**src/rtl/modctl_pkg.sv**
```systemverilog
// Shared constants and types for the modulator control receiver.
package modctl_pkg;
    localparam int WORD_W = 16;
    localparam int BYTE_W = 8;
    localparam int N_LSB  = 2;
    localparam int N_W    = 12;
    localparam int B_TYPE = 15;
    localparam int B_SO   = 13;
    localparam int B_OSC  = 6;
    localparam int B_ATT  = 5;
    localparam logic [WORD_W-1:0] CTRL_RST = 16'h8008;
    localparam logic [WORD_W-1:0] FREQ_RST = 16'h24F4;
    localparam logic [WORD_W-1:0] OPT1_RST = 16'h8000;
    localparam logic [WORD_W-1:0] OPT2_RST = 16'h8001;

    typedef enum logic [2:0] {
        ST_IDLE, ST_ADDR, ST_AACK, ST_WBYTE, ST_WACK, ST_RBYTE, ST_SKIP
    } eng_state_t;

    typedef enum logic [1:0] {CH_NONE, CH_CTRL, CH_OPT1, CH_OPT2} chain_t;
endpackage

```
**src/rtl/modctl_bus_sync.sv**
```systemverilog
// Multi-flop synchronizer for SCL and SDA.
// Assumes STAGES >= 2; idle bus level (1) is the reset value.
module modctl_bus_sync #(
    parameter int STAGES = 2
) (
    input  logic clk,
    input  logic rst_n,
    input  logic scl_i,
    input  logic sda_i,
    output logic scl_s,
    output logic sda_s
);
    logic [STAGES-1:0] scl_q, sda_q;

    // shift both lines through the synchronizer chain
    always_ff @(posedge clk) begin
        if (!rst_n) begin
            scl_q <= '1;
            sda_q <= '1;
        end else begin
            scl_q <= {scl_q[STAGES-2:0], scl_i};
            sda_q <= {sda_q[STAGES-2:0], sda_i};
        end
    end

    assign scl_s = scl_q[STAGES-1];
    assign sda_s = sda_q[STAGES-1];
endmodule

```
**src/rtl/modctl_byte_engine.sv**
```systemverilog
// Bit-level slave engine: START/STOP detection, address match,
// byte assembly, acknowledge drive and single status-byte read.
// Assumes synchronized inputs and SCL low for several clocks per bit.
module modctl_byte_engine
    import modctl_pkg::*;
#(
    parameter int MAX_BYTES = 8
) (
    input  logic              clk,
    input  logic              rst_n,
    input  logic              scl_s,
    input  logic              sda_s,
    input  logic [6:0]        dev_addr,
    input  logic [BYTE_W-1:0] status_byte,
    output logic              sda_oe,
    output logic [BYTE_W-1:0] rx_byte,
    output logic              rx_vld,
    output logic              txn_start,
    output logic              txn_stop
);
    localparam int CW = $clog2(MAX_BYTES + 1);
    localparam logic [CW-1:0] MAX_C = CW'(MAX_BYTES);

    eng_state_t        state;
    logic              scl_d, sda_d, rw;
    logic [BYTE_W-1:0] sh;
    logic [3:0]        cnt;
    logic [CW-1:0]     nbytes;
    logic              scl_rise, scl_fall, start_c, stop_c;

    assign scl_rise = scl_s & ~scl_d;
    assign scl_fall = ~scl_s & scl_d;
    assign start_c  = scl_s & scl_d & sda_d & ~sda_s;
    assign stop_c   = scl_s & scl_d & ~sda_d & sda_s;

    // remember previous line levels for edge detection
    always_ff @(posedge clk) begin
        if (!rst_n) begin
            scl_d <= 1'b1;
            sda_d <= 1'b1;
        end else begin
            scl_d <= scl_s;
            sda_d <= sda_s;
        end
    end

    // bus protocol state machine
    always_ff @(posedge clk) begin
        if (!rst_n) begin
            state     <= ST_IDLE;
            sh        <= '0;
            cnt       <= '0;
            nbytes    <= '0;
            rw        <= 1'b0;
            sda_oe    <= 1'b0;
            rx_byte   <= '0;
            rx_vld    <= 1'b0;
            txn_start <= 1'b0;
            txn_stop  <= 1'b0;
        end else begin
            rx_vld    <= 1'b0;
            txn_start <= start_c;
            txn_stop  <= stop_c;
            if (start_c) begin
                state  <= ST_ADDR;
                cnt    <= '0;
                sda_oe <= 1'b0;
            end else if (stop_c) begin
                state  <= ST_IDLE;
                sda_oe <= 1'b0;
            end else begin
                case (state)
                    ST_ADDR: begin
                        if (scl_rise) begin
                            sh  <= {sh[BYTE_W-2:0], sda_s};
                            cnt <= cnt + 4'd1;
                        end else if (scl_fall && cnt == 4'd8) begin
                            if (sh[7:1] == dev_addr) begin
                                rw     <= sh[0];
                                sda_oe <= 1'b1;
                                state  <= ST_AACK;
                            end else begin
                                state <= ST_SKIP;
                            end
                        end
                    end
                    ST_AACK: begin
                        if (scl_fall) begin
                            if (rw) begin
                                sh     <= status_byte;
                                sda_oe <= ~status_byte[7];
                                cnt    <= 4'd1;
                                state  <= ST_RBYTE;
                            end else begin
                                sda_oe <= 1'b0;
                                cnt    <= '0;
                                nbytes <= '0;
                                state  <= ST_WBYTE;
                            end
                        end
                    end
                    ST_WBYTE: begin
                        if (scl_rise) begin
                            sh  <= {sh[BYTE_W-2:0], sda_s};
                            cnt <= cnt + 4'd1;
                        end else if (scl_fall && cnt == 4'd8) begin
                            cnt <= '0;
                            if (nbytes < MAX_C) begin
                                rx_byte <= sh;
                                rx_vld  <= 1'b1;
                                nbytes  <= nbytes + 1'b1;
                                sda_oe  <= 1'b1;
                                state   <= ST_WACK;
                            end else begin
                                state <= ST_SKIP;
                            end
                        end
                    end
                    ST_WACK: begin
                        if (scl_fall) begin
                            sda_oe <= 1'b0;
                            state  <= ST_WBYTE;
                        end
                    end
                    ST_RBYTE: begin
                        if (scl_fall) begin
                            if (cnt == 4'd8) begin
                                sda_oe <= 1'b0;
                                state  <= ST_SKIP;
                            end else begin
                                sda_oe <= ~sh[6];
                                sh     <= {sh[BYTE_W-2:0], 1'b0};
                                cnt    <= cnt + 4'd1;
                            end
                        end
                    end
                    default: ;
                endcase
            end
        end
    end
endmodule

```
**src/rtl/modctl_word_router.sv**
```systemverilog
// Pairs received bytes into words and routes them to the control,
// frequency and option registers with the write-protection rules.
// Assumes rx_vld never coincides with txn_bound.
module modctl_word_router
    import modctl_pkg::*;
(
    input  logic              clk,
    input  logic              rst_n,
    input  logic [BYTE_W-1:0] rx_byte,
    input  logic              rx_vld,
    input  logic              txn_bound,
    output logic [WORD_W-1:0] ctrl_q,
    output logic [WORD_W-1:0] freq_q,
    output logic [WORD_W-1:0] opt1_q,
    output logic [WORD_W-1:0] opt2_q,
    output logic              standby
);
    logic              have_hi;
    logic [BYTE_W-1:0] hi_q;
    chain_t            chain;
    logic [WORD_W-1:0] word;
    logic              osc_off, n_zero, opt_ok;

    assign word    = {hi_q, rx_byte};
    assign standby = ctrl_q[B_SO] & ctrl_q[B_OSC] & ctrl_q[B_ATT];
    assign osc_off = ctrl_q[B_OSC];
    assign n_zero  = (word[N_LSB +: N_W] == '0);
    assign opt_ok  = ~standby & ~osc_off;

    // pairing, chain tracking and register commit
    always_ff @(posedge clk) begin
        if (!rst_n) begin
            have_hi <= 1'b0;
            hi_q    <= '0;
            chain   <= CH_NONE;
            ctrl_q  <= CTRL_RST;
            freq_q  <= FREQ_RST;
            opt1_q  <= OPT1_RST;
            opt2_q  <= OPT2_RST;
        end else if (txn_bound) begin
            have_hi <= 1'b0;
            chain   <= CH_NONE;
        end else if (rx_vld) begin
            if (!have_hi) begin
                hi_q    <= rx_byte;
                have_hi <= 1'b1;
            end else begin
                have_hi <= 1'b0;
                if (!word[B_TYPE]) begin
                    chain <= CH_NONE;
                    if (!n_zero && !standby) freq_q <= word;
                end else begin
                    case (chain)
                        CH_CTRL: begin
                            if (opt_ok) opt1_q <= word;
                            chain <= CH_OPT1;
                        end
                        CH_OPT1: begin
                            if (opt_ok) opt2_q <= word;
                            chain <= CH_OPT2;
                        end
                        default: begin
                            ctrl_q <= word;
                            chain  <= CH_CTRL;
                        end
                    endcase
                end
            end
        end
    end
endmodule

```
**src/rtl/modctl_i2c_slave.sv**
```systemverilog
// Top level: synchronizer, byte engine and word router for the
// modulator control receiver. Assumes clk >= 8x SCL frequency.
module modctl_i2c_slave
    import modctl_pkg::*;
#(
    parameter int SYNC_STAGES = 2,
    parameter int MAX_BYTES   = 8
) (
    input  logic              clk,
    input  logic              rst_n,
    input  logic              scl_i,
    input  logic              sda_i,
    output logic              sda_oe,
    input  logic              addr_sel,
    input  logic [2:0]        status_in,
    output logic [WORD_W-1:0] ctrl_word,
    output logic [WORD_W-1:0] freq_word,
    output logic [WORD_W-1:0] opt1_word,
    output logic [WORD_W-1:0] opt2_word,
    output logic              standby
);
    logic              scl_s, sda_s;
    logic [BYTE_W-1:0] rx_byte;
    logic              rx_vld, txn_start, txn_stop;
    logic [6:0]        dev_addr;
    logic [BYTE_W-1:0] status_byte;

    assign dev_addr    = {5'b11001, addr_sel, 1'b1};
    assign status_byte = {5'b00000, status_in};

    modctl_bus_sync #(.STAGES(SYNC_STAGES)) sync_i (
        .clk(clk), .rst_n(rst_n), .scl_i(scl_i), .sda_i(sda_i),
        .scl_s(scl_s), .sda_s(sda_s)
    );

    modctl_byte_engine #(.MAX_BYTES(MAX_BYTES)) eng_i (
        .clk(clk), .rst_n(rst_n), .scl_s(scl_s), .sda_s(sda_s),
        .dev_addr(dev_addr), .status_byte(status_byte), .sda_oe(sda_oe),
        .rx_byte(rx_byte), .rx_vld(rx_vld),
        .txn_start(txn_start), .txn_stop(txn_stop)
    );

    modctl_word_router rtr_i (
        .clk(clk), .rst_n(rst_n), .rx_byte(rx_byte), .rx_vld(rx_vld),
        .txn_bound(txn_start | txn_stop),
        .ctrl_q(ctrl_word), .freq_q(freq_word),
        .opt1_q(opt1_word), .opt2_q(opt2_word), .standby(standby)
    );
endmodule

```
**config.mk**
```make
export PLATFORM = sky130hd
export DESIGN_NAME = modctl_i2c_slave
export DESIGN_NICKNAME = d
export VERILOG_FILES = /design/src/rtl/modctl_pkg.sv /design/src/rtl/modctl_bus_sync.sv /design/src/rtl/modctl_byte_engine.sv /design/src/rtl/modctl_word_router.sv /design/src/rtl/modctl_i2c_slave.sv
export SDC_FILE = /design/constraint.sdc
export NUM_CORES = 1
export LEC_CHECK = 0
export BUFFER_PORTS_ARGS = -buffer_cell sky130_fd_sc_hd__buf_2
export CAP_MARGIN = 20
export CORE_MARGIN = 5
export CORE_UTILIZATION = 55
export CTS_BUF_LIST = sky130_fd_sc_hd__clkbuf_16
export DETAILED_ROUTE_END_ITERATION = 7
export GPL_ROUTABILITY_DRIVEN = 0
export GPL_TIMING_DRIVEN = 0
export PLACE_DENSITY = 0.78
export SLEW_MARGIN = 0
export SYNTH_ARGS = -nofsm -noshare
export SYNTH_HDL_FRONTEND = slang
export SYNTH_SLANG_ARGS = --single-unit
```
**constraint.sdc**
```tcl
create_clock -name clk -period 3.4 [get_ports clk]
set_input_delay 0.68 -clock clk [delete_from_list [all_inputs] [get_ports clk]]
set_output_delay 0.68 -clock clk [all_outputs]
set_load 0.01 [all_outputs]
```
==> impl_metrics.csv, run 1 <==
group,metric,value,unit
run_status,status,"finished clean",
yosys,ys_seq_elements,109,
worst_setup_path,crit_top_cell,"clkbuf_1",
clock_network,cts_setup_buffers,0,
global_routing,grt_usage,23.1,%
yosys,synth_edf_count,0,
timing,maxSlewViolCount,0,
global_routing,grt-ovfl-total,0,
worst_setup_path,crit_type,"flop to flop",
yosys,synth.cell_area,0.00455,mm2
global_routing,grt_max_degree,22,
worst_setup_path,critPathMaxFanout,10,
worst_setup_path,worst-r2r-cell-count,6,
timing,post-route-min-period,2.30,ns
die,coreArea,0.00813,mm2
power,power_switching,0.570,mW
placed_design,numPortBuffers,69,
timing,finClkSkew,0.0126,ns
global_routing,grt_pass1_vias,3674,
detailed_routing,drt_wl_total,11700,um
power,power_density,449,mW/mm2
global_routing,grt_pass1_wl,18600,um
power,switching_share,23.8,%
power,internal_power,1.83,mW
final_layout,design_area,0.00534,mm2
yosys,synth_cell_type_count,59,
clock_network,insertion_delay,0.34,ns
yosys,syn_area_per_cell,9.23,um2
timing,max_freq,435,MHz
clock_network,h-tree-depth,3,
worst_setup_path,cp.arrival,2.52,ns
timing,report.final.hold_viol_count,0,
timing,setup_tns,0,ns
clock_network,root_buffer,"clkbuf_16",
clock_network,clockBufferDepth,2,
placed_design,dpl-instance-area,0.00503,mm2
detailed_routing,wl_met1,5190,um
worst_setup_path,cpPeakStageDelay,0.48,ns
detailed_routing,wl_met3,856,um
worst_setup_path,critPathLaunchType,"flop",
worst_setup_path,critPathRequiredTime,3.62,ns
detailed_routing,viasPerCell,5.78,
detailed_routing,dr.max_layer_used,"met4",
clock_network,cts_tree,"built",
power,p_comb_share,2.9,%
worst_setup_path,r2r_slack,1.10,ns
timing,post-route-period-util,67.7,%
worst_setup_path,endpoint_kind,"flop",
yosys,synth-async-reset-ratio,0,%
final_layout,diodes,0,
detailed_routing,drtAntennaViolNets,0,
detailed_routing,wl_met2,5480,um
power,cellLeakagePower,2.43,nW
clock_network,path_clk_slew,0.08,ns
die,ios,74,
flow_run,drv_cap,0,
placed_design,dp_hpwl,8260,um
yosys,ys_seq_area_share,48.0,%
die,rows,33,
yosys,synth_warnings,0,
die,dieHeight,101,um
clock_network,cts.sinks,109,
power,total_power,2.40,mW
detailed_routing,drt_iter0_drc,364,
hold_path,min_path_cells,1,
final_layout,synthToLayoutAreaGrowth,17.5,%
power,vdd_ir_drop_max,0.000288,V
detailed_routing,vias,3968,
worst_setup_path,slowest_stage,"nand4b_1",
global_routing,antenna_found_initial,0,
die,start_util,55.9,%
hold_path,holdPathEnd,"sync_i.scl_q[1]$_SDFF_PN1_",
final_layout,stdcell_count,687,
clock_network,numCtsBuffers,9,
placed_design,dpl.cell_count,669,
yosys,syn_inst,493,
clock_network,ctsResizeCount,0,
worst_setup_path,r2r-start,"rtr_i.have_hi$_SDFFE_PP0P_",
timing,worst_pin_slew,0.826,ns
worst_setup_path,crit_chain,"nor4bb_1 -> clkbuf_1 -> nand4b_1 -> clkbuf_1 -> mux2i_1 -> nor2_1",
hold_path,hold_class,"flop to flop",
worst_setup_path,r2r-end,"rtr_i.opt2_q[13]$_SDFFE_PN0P_",
hold_path,hp-start,"sync_i.scl_q[0]$_SDFF_PN1_",
final_layout,nets,591,
die,die_area,0.0102,mm2
die,die_w,101,um
yosys,synth_flop_cell,"dfxtp_1",
clock_network,cts_hold_buf,0,
detailed_routing,first_pass_iters,5,
timing,slew_headroom,44.1,%
worst_setup_path,startpoint,"rtr_i.have_hi$_SDFFE_PP0P_",
power,p_seq_share,53.5,%
final_layout,drive_gt1_share,17.9,%
timing,setup_viol,0,
detailed_routing,wl_per_cell,17.1,um
power,clockPowerShare,43.6,%
timing,rsz0062_at_grt,"false",
detailed_routing,drc,0,
==> area by class of cell <==
class,count,area [um2]
multi-input cells,345,2200
flip-flops and latches,109,2180
repair buffers,71,355
clock buffers,9,225
inverters,9,33.8
clock inverters,7,75.1
well taps,105,131
fillers,651,2790
plain buffers,32,145
==> logic make-up after synthesis <==
kind of cell    count (synthesis)  synth area share (%)
buf+inv                        41                  3.93
flops                         109                  48.0
mux                            65                  14.4
fa+ha+maj                       6                  1.65
compound gates                 77                  10.8
other cells                     2                 0.165
xor+xnor                        3                 0.578
simple gates                  190                  20.5
==> power groups by stage <==
stage / Clock (mW) / Combinational (mW) / Sequential (mW)
floorplan: 0 / 0.0483 / 1.31
global placement: 0 / 0.0676 / 1.31
detailed placement: 0 / 0.0686 / 1.31
CTS: 1.07 / 0.0692 / 1.28
global route: 1.12 / 0.0765 / 1.28
finish: 1.05 / 0.0705 / 1.28
==> how the worst max path moves through the flow <==
stage,endpoint,slack [ns],cells after the start
detailed placement,eng_i.sh[2]$_SDFFE_PN0P_,0.81,8
finish,rtr_i.opt2_q[13]$_SDFFE_PN0P_,1.10,6
CTS,eng_i.sh[6]$_SDFFE_PN0P_,0.74,8
global placement,eng_i.sh[2]$_SDFFE_PN0P_,0.86,8
global route,rtr_i.freq_q[11]$_SDFFE_PN0P_,0.90,6
floorplan,eng_i.sh[3]$_SDFFE_PN0P_,1.25,8
==> stage by stage <==
stage               worst slack, ns  hold slack, ns  utilization (%)
finish                         1.10           0.424             65.7
global route                  0.904           0.449             65.7
CTS                           0.742           0.433             65.6
detailed placement            0.806           0.410             61.9
global placement              0.862           0.393             61.9
floorplan                      1.25           0.386                -
==> flip-flops by register name, summed over array words and instances (netlist names), 2 cells and up <==
signal	flops
rtr_i.opt1_q	15
rtr_i.opt2_q	15
sync_i.sda_q	2
eng_i.nbytes	4
eng_i.sh	8
rtr_i.ctrl_q	15
rtr_i.hi_q	8
eng_i.state	3
rtr_i.freq_q	15
sync_i.scl_q	2
eng_i.rx_byte	8
eng_i.cnt	4
rtr_i.chain	2
==> per-layer routing <==
metal / vias to the layer above / GRT usage [%]
met1: 1890 / 31.1
li1: 1898 / -
met2: 159 / 37.1
met3: 21 / 4.36
met5: - / 0
met4: 0 / 7.87
==> cells in the mapped netlist, types with 2 or more instances <==
library cell | instances | area share, %
xor2_1 | 2 | 0.39
o22ai_1 | 3 | 0.41
a32o_1 | 2 | 0.44
nor3_1 | 4 | 0.44
nand2_1 | 43 | 3.5
a211oi_1 | 2 | 0.33
nor2b_1 | 4 | 0.55
inv_1 | 9 | 0.74
buf_2 | 2 | 0.22
mux2i_1 | 63 | 14
buf_4 | 4 | 0.66
o21ai_0 | 23 | 2.5
nand2b_1 | 11 | 1.5
nor2_1 | 61 | 5.0
nor4b_1 | 3 | 0.58
a21oi_1 | 21 | 2.3
or3b_2 | 3 | 0.58
o221ai_1 | 2 | 0.39
a21o_1 | 2 | 0.33
nand3b_1 | 4 | 0.66
dfxtp_1 | 109 | 48
clkbuf_1 | 24 | 2.0
and2_1 | 2 | 0.27
nand4b_1 | 4 | 0.77
nand3_1 | 33 | 3.6
mux2_2 | 2 | 0.50
or3_1 | 2 | 0.27
ha_1 | 6 | 1.7
nor4_1 | 6 | 0.83
o31a_1 | 2 | 0.39
and3_1 | 2 | 0.27
o31ai_1 | 3 | 0.50
o311ai_0 | 3 | 0.58
conb_1 | 2 | 0.17
==> worst max-delay path: cells and delay by family (launching register included) <==
family,cells,cell delay [ns]
AND/OR/NAND/NOR,3,0.81
buffers and inverters,2,0.69
multiplexers,1,0.29
flip-flops,1,0.38
==> layout by cell type (no fill, tap or decap), types with 3 or more instances in the layout <==
cell type / instances
dfxtp_1: 109
buf_2: 71
mux2i_1: 63
nor2_1: 61
nand2_1: 43
nand3_1: 33
clkbuf_1: 24
o21ai_0: 23
a21oi_1: 21
nand2b_1: 11
inv_1: 9
clkbuf_16: 9
nor4_1: 6
ha_1: 6
nand4b_1: 4
nor2b_1: 4
nand3b_1: 4
nor3_1: 4
buf_4: 4
conb_1: 4
inv_8: 4
or3b_2: 3
nor4b_1: 3
o311ai_0: 3
o31ai_1: 3
o22ai_1: 3
Note: power is estimated with default switching activity, not from simulation.
==> run 2: changes to the inputs <==
--- a/config.mk
+++ b/config.mk
@@ -8,12 +8,12 @@
 export BUFFER_PORTS_ARGS = -buffer_cell sky130_fd_sc_hd__buf_2
 export CAP_MARGIN = 20
 export CORE_MARGIN = 5
-export CORE_UTILIZATION = 55
+export CORE_UTILIZATION = 50
 export CTS_BUF_LIST = sky130_fd_sc_hd__clkbuf_16
 export DETAILED_ROUTE_END_ITERATION = 7
 export GPL_ROUTABILITY_DRIVEN = 0
 export GPL_TIMING_DRIVEN = 0
-export PLACE_DENSITY = 0.78
+export PLACE_DENSITY = 0.75
 export SLEW_MARGIN = 0
 export SYNTH_ARGS = -nofsm -noshare
 export SYNTH_HDL_FRONTEND = slang
==> constraint.sdc (replaced) <==
create_clock -name clk -period 1.85 [get_ports clk]
set_input_delay 0.37 -clock clk [delete_from_list [all_inputs] [get_ports clk]]
set_output_delay 0.37 -clock clk [all_outputs]
set_load 0.01 [all_outputs]
==> run 2 against run 1 <==
The run now ends with negative setup slack left; die area up 9.0%; utilization down 2.3 points; via count up 2.9%; routed wire length up 3.5%; final area up 4.4%.
==> impl_metrics.csv, run 2 (synthesized netlist as in run 1, its figures left out) <==
group,metric,value,unit
run_status,status,"complete, but fails checks",
run_status,violations,"negative setup slack",
power,total_power,4.41,mW
worst_setup_path,crit_type,"flop to flop",
timing,rsz0062_at_grt,"true",
die,rows,34,
global_routing,antenna_found_initial,0,
timing,setup_viol,4,
timing,setup_slack,-0.120,ns
timing,maxSlewViolCount,0,
hold_path,hold_class,"input port to flop",
detailed_routing,wl_per_cell,17.4,um
flow_run,drv_cap,0,
detailed_routing,drc,0,
clock_network,root_buffer,"clkbuf_16",
timing,post-route-period-util,107,%
clock_network,cts_hold_buf,0,
detailed_routing,drtAntennaViolNets,0,
timing,post-route-min-period,1.97,ns
worst_setup_path,worst-path-stages,5,
worst_setup_path,critPathLaunchType,"flop",
worst_setup_path,crit_family,"simple AND/OR/NAND/NOR gates",
detailed_routing,vias,4084,
timing,setup_tns,-0.243,ns
detailed_routing,drt_iter0_drc,379,
clock_network,cts_tree,"built",
final_layout,diodes,0,
worst_setup_path,cpPeakStageDelay,0.51,ns
worst_setup_path,slowest_stage,"or4b_4",
timing,report.final.hold_viol_count,0,
final_layout,stdcell_count,699,
die,die_area,0.0111,mm2
final_layout,drive_gt1_share,24.2,%
die,start_util,51.7,%
timing,finClkSkew,0.00996,ns
worst_setup_path,crit_chain,"buf_6 -> or4b_4 -> a221o_1 -> or4_1 -> a21oi_1",
power,vdd_ir_drop_max,0.000605,V
detailed_routing,drt_wl_total,12100,um
final_layout,synthToLayoutAreaGrowth,22.7,%
detailed_routing,first_pass_iters,5,
placed_design,dp_slack,-0.402,ns
clock_network,numCtsBuffers,9,
placed_design,dp_hpwl,8250,um
placed_design,dpl.cell_count,672,
global_routing,grt-ovfl-total,0,
global_routing,grt_pass1_vias,3767,
power,power_density,790,mW/mm2
die,dieHeight,105,um
timing,slew_headroom,51.2,%
clock_network,path_clk_slew,0.07,ns
final_layout,mostFrequentLayoutCells,"dfxtp_1 (105), buf_2 (70), mux2i_1 (63)",
placed_design,numPortBuffers,69,
hold_path,min_path_cells,2,
power,cellLeakagePower,2.54,nW
die,ios,74,
worst_setup_path,endpoint_kind,"flop",
final_layout,layout_commonest_cell,"dfxtp_1",
clock_network,h-tree-depth,3,
global_routing,grt_usage,21.0,%
global_routing,grt_pass1_wl,18900,um
clock_network,clockBufferDepth,2,
die,coreArea,0.00881,mm2
worst_setup_path,path_buf_inv,1,
clock_network,insertion_delay,0.35,ns
global_routing,grt_max_degree,22,
detailed_routing,viasPerCell,5.84,
timing,max_freq,507,MHz
die,die_w,105,um
worst_setup_path,critPathRequiredTime,2.13,ns
timing,worst_pin_slew,0.722,ns
worst_setup_path,critPathMaxFanout,6,
worst_setup_path,cp.arrival,2.25,ns
worst_setup_path,worst-r2r-cell-count,5,
final_layout,nets,600,
clock_network,cts.sinks,109,
==> run 2: cell count changes in the layout (fill, tap and decap cells not counted), sizes merged <==
cell / delta
clkbuf: -7
clkinv: +1
buf: +16
inv: -1
==> run 2: per-layer routing <==
metal	wire length [um]	track usage [%]	vias to the layer above	share of wire, %
li1	-	-	1912	-
met3	966	3.61	36	8.0
met2	5760	34.0	185	47
met4	291	8.15	0	2.4
met5	0	0	-	0
met1	5120	28.1	1951	42
==> run 2: final timing paths <==
path                                     from                           end  slack (ns)
setup / recovery  eng_i.state[0]$_SDFFE_PN0P_  eng_i.nbytes[2]$_SDFFE_PN0P_       -0.12
hold / removal                          scl_i    sync_i.scl_q[0]$_SDFF_PN1_        0.21
hold reg to reg    sync_i.sda_q[0]$_SDFF_PN1_    sync_i.sda_q[1]$_SDFF_PN1_        0.42
setup reg to reg  eng_i.state[0]$_SDFFE_PN0P_  eng_i.nbytes[2]$_SDFFE_PN0P_       -0.12
==> run 2: cell type report <==
class / count / area (um2)
fill: 694 / 3230
multi-input combinational: 345 / 2310
sequential: 109 / 2190
timing repair buffer: 82 / 444
clock buffer: 9 / 225
buffer: 30 / 168
tap: 108 / 135
clock inverter: 7 / 77.6
inverter: 9 / 33.8
==> run 2: repair_timing <==
action / in CTS / in global routing
resized for setup: 23 / 39
setup endpoints to repair: 70 / 63
buffers inserted: 5 / 7
pin swaps: 6 / 7
==> run 2: per-stage QoR <==
step                utilization, %  cell area (um2)  hold slack, ns
global route                  63.4             5580           0.221
CTS                           61.9             5450           0.204
detailed placement            57.4             5050           0.399
global placement              57.4             5050           0.397
finish                        63.4             5580           0.206
floorplan                        -             4570           0.386
==> run 2: power breakdown <==
group / internal [mW] / switching, mW
Sequential: 2.35 / 0.00805
Clock: 0.964 / 0.955
Combinational: 0.0434 / 0.0914
==> run 3: changes to the inputs <==
--- a/config.mk
+++ b/config.mk
@@ -8,12 +8,12 @@
 export BUFFER_PORTS_ARGS = -buffer_cell sky130_fd_sc_hd__buf_2
 export CAP_MARGIN = 20
 export CORE_MARGIN = 5
-export CORE_UTILIZATION = 50
+export CORE_UTILIZATION = 45
 export CTS_BUF_LIST = sky130_fd_sc_hd__clkbuf_16
 export DETAILED_ROUTE_END_ITERATION = 7
 export GPL_ROUTABILITY_DRIVEN = 0
 export GPL_TIMING_DRIVEN = 0
-export PLACE_DENSITY = 0.75
+export PLACE_DENSITY = 0.66
 export SLEW_MARGIN = 0
 export SYNTH_ARGS = -nofsm -noshare
 export SYNTH_HDL_FRONTEND = slang
==> constraint.sdc (replaced) <==
create_clock -name clk -period 2 [get_ports clk]
set_input_delay 0.4 -clock clk [delete_from_list [all_inputs] [get_ports clk]]
set_output_delay 0.4 -clock clk [all_outputs]
set_load 0.01 [all_outputs]
==> run 3 against run 2 <==
The flow still finishes with violations (negative setup slack); combinational power shrank 9.6%; final area down 1.6%; utilization decreased by 7.4 points; first-iteration DRC count down 6.6%; sequential cell count unchanged; power shrank 7.6%.
==> impl_metrics.csv, run 3 (synthesized netlist as in run 1, its figures left out) <==
group,metric,value,unit
run_status,status,"complete, but fails checks",
run_status,violations,"negative setup slack",
placed_design,dpl-instance-area,0.00508,mm2
global_routing,grt-ovfl-total,0,
timing,post-route-min-period,2.01,ns
clock_network,cts_hold_buf,0,
clock_network,path_clk_slew,0.08,ns
placed_design,numPortBuffers,69,
global_routing,grt_max_degree,22,
power,power_density,742,mW/mm2
global_routing,grt_pass1_wl,19800,um
clock_network,root_buffer,"clkbuf_16",
detailed_routing,drc,0,
flow_run,drv_cap,0,
global_routing,gr-usage-met3,4.16,%
detailed_routing,wl_per_cell,16.7,um
power,internal_power,3.10,mW
die,coreArea,0.00982,mm2
die,ios,74,
final_layout,layout_commonest_cell,"dfxtp_1",
worst_setup_path,critPathLaunchType,"flop",
power,cellLeakagePower,2.48,nW
clock_network,cts.sinks,109,
global_routing,use_met1,25.8,%
timing,setup_viol,6,
detailed_routing,vias,3895,
clock_network,h-tree-depth,3,
global_routing,antenna_found_initial,0,
global_routing,grt_usage,19.5,%
power,switching_share,24.0,%
timing,finClkSkew,0.0119,ns
worst_setup_path,critPathRequiredTime,2.28,ns
power,p_comb_share,3.0,%
detailed_routing,drtAntennaViolNets,0,
detailed_routing,drt_iter0_drc,354,
final_layout,nets,595,
worst_setup_path,r2r_slack,-0.01,ns
clock_network,insertion_delay,0.35,ns
detailed_routing,viasPerCell,5.42,
timing,rsz0062_at_grt,"true",
timing,post-route-period-util,101,%
detailed_routing,first_pass_iters,5,
worst_setup_path,critPathMaxFanout,7,
power,clockPowerShare,43.6,%
power,power_switching,0.979,mW
worst_setup_path,cp.arrival,2.29,ns
worst_setup_path,crit_type,"flop to flop",
worst_setup_path,endpoint_kind,"flop",
timing,hold_slack,0.237,ns
hold_path,hold_class,"input port to flop",
detailed_routing,drt_wl_total,12000,um
power,p_seq_share,53.4,%
final_layout,design_area,0.00549,mm2
final_layout,diodes,0,
placed_design,dp_hpwl,8560,um
final_layout,mostFrequentLayoutCells,"dfxtp_1 (105), buf_2 (75), mux2i_1 (63)",
final_layout,synthToLayoutAreaGrowth,20.7,%
clock_network,clockBufferDepth,2,
final_layout,drive_gt1_share,21.7,%
timing,setup_slack,-0.0139,ns
timing,worst_pin_slew,0.811,ns
clock_network,numCtsBuffers,9,
die,dieHeight,111,um
die,die_area,0.0122,mm2
global_routing,grt.met2_usage,32.8,%
die,rows,36,
timing,report.final.hold_viol_count,0,
timing,slew_headroom,45.2,%
timing,maxSlewViolCount,0,
power,vdd_ir_drop_max,0.000405,V
die,die_w,111,um
die,start_util,46.3,%
clock_network,cts_tree,"built",
global_routing,top_usage_layer,"met2",
timing,max_freq,497,MHz
global_routing,grt_pass1_vias,3821,
-- run 3: changes by cell type in the layout (fill, tap and decap cells not counted), moves of 2 or more --
cell      change
o21ai_1      -10
clkbuf_1      +2
buf_4         -5
buf_6         -3
dfxtp_4       +2
inv_1         +2
nor2_1        +2
buf_2         +5
clkbuf_4      -2
inv_2         -2
o21ai_0      +11
dfxtp_2       -2
nor2_2        -2
-- run 3: critical path: stages, from the launching register on --
cell and delay (ns):
dfxtp_1 0.35, inv_1 0.08, ha_1 0.17, nand3b_1 0.21
a211oi_2 0.54, o31a_1 0.18, buf_2 0.21, mux2i_1 0.20
-- run 3: final timing paths --
check,start,to,depth (start not counted)
worst max-delay path,eng_i.cnt[0]$_SDFFE_PP0P_,eng_i.sh[7]$_SDFFE_PN0P_,7
worst min-delay path,scl_i,sync_i.scl_q[0]$_SDFF_PN1_,2
worst max register to register,eng_i.cnt[0]$_SDFFE_PP0P_,eng_i.sh[7]$_SDFFE_PN0P_,7
worst min register to register,sync_i.sda_q[0]$_SDFF_PN1_,sync_i.sda_q[1]$_SDFF_PN1_,1
-- run 3: power by group through the flow --
stage | logic (mW) | clock network, mW | registers (mW)
CTS | 0.121 | 1.80 | 2.18
detailed placement | 0.121 | 0 | 2.23
global route | 0.134 | 1.89 | 2.18
floorplan | 0.0824 | 0 | 2.23
finish | 0.122 | 1.78 | 2.18
global placement | 0.119 | 0 | 2.23
-- run 3: layout make-up --
class                      count  area (um2)
tap                          133         166
inverter                       9        33.8
sequential                   109        2190
clock buffer                   9         225
fill                         938        4330
timing repair buffer          79         418
multi-input combinational    345        2250
clock inverter                 7        75.1
buffer                        28         131
-- run 3: metal layers --
layer | share of wire [%] | vias to the layer above | wire (um)
li1 | - | 1908 | -
met1 | 44 | 1837 | 5330
met2 | 48 | 135 | 5740
met3 | 6.9 | 15 | 829
met4 | 1.1 | 0 | 132
met5 | 0 | - | 0
-- run 3: through the flow --
| stage | setup TNS [ns] | setup slack [ns] | power (mW) | cells | utilization [%] |
|---|---|---|---|---|---|
| 2_1_floorplan | 0 | 0.00685 | 2.31 | 495 | - |
| 3_3_place_gp | -7.34 | -0.272 | 2.35 | 697 | 51.7 |
| 3_5_place_dp | -10.05 | -0.339 | 2.35 | 698 | 51.7 |
| 4_1_cts | 0 | 0.00630 | 4.10 | 716 | 55.4 |
| 5_1_grt | -2.18 | -0.189 | 4.20 | 719 | 55.9 |
| 6_report | -0.0342 | -0.0139 | 4.08 | 719 | 55.9 |
-- run 3: timing repair --
item / in CTS / in global routing
buffers inserted: 4 / 5
resized for setup: 12 / 16
pin swaps: 6 / 4
cloned: 0 / 0
setup endpoints to repair: 61 / 62
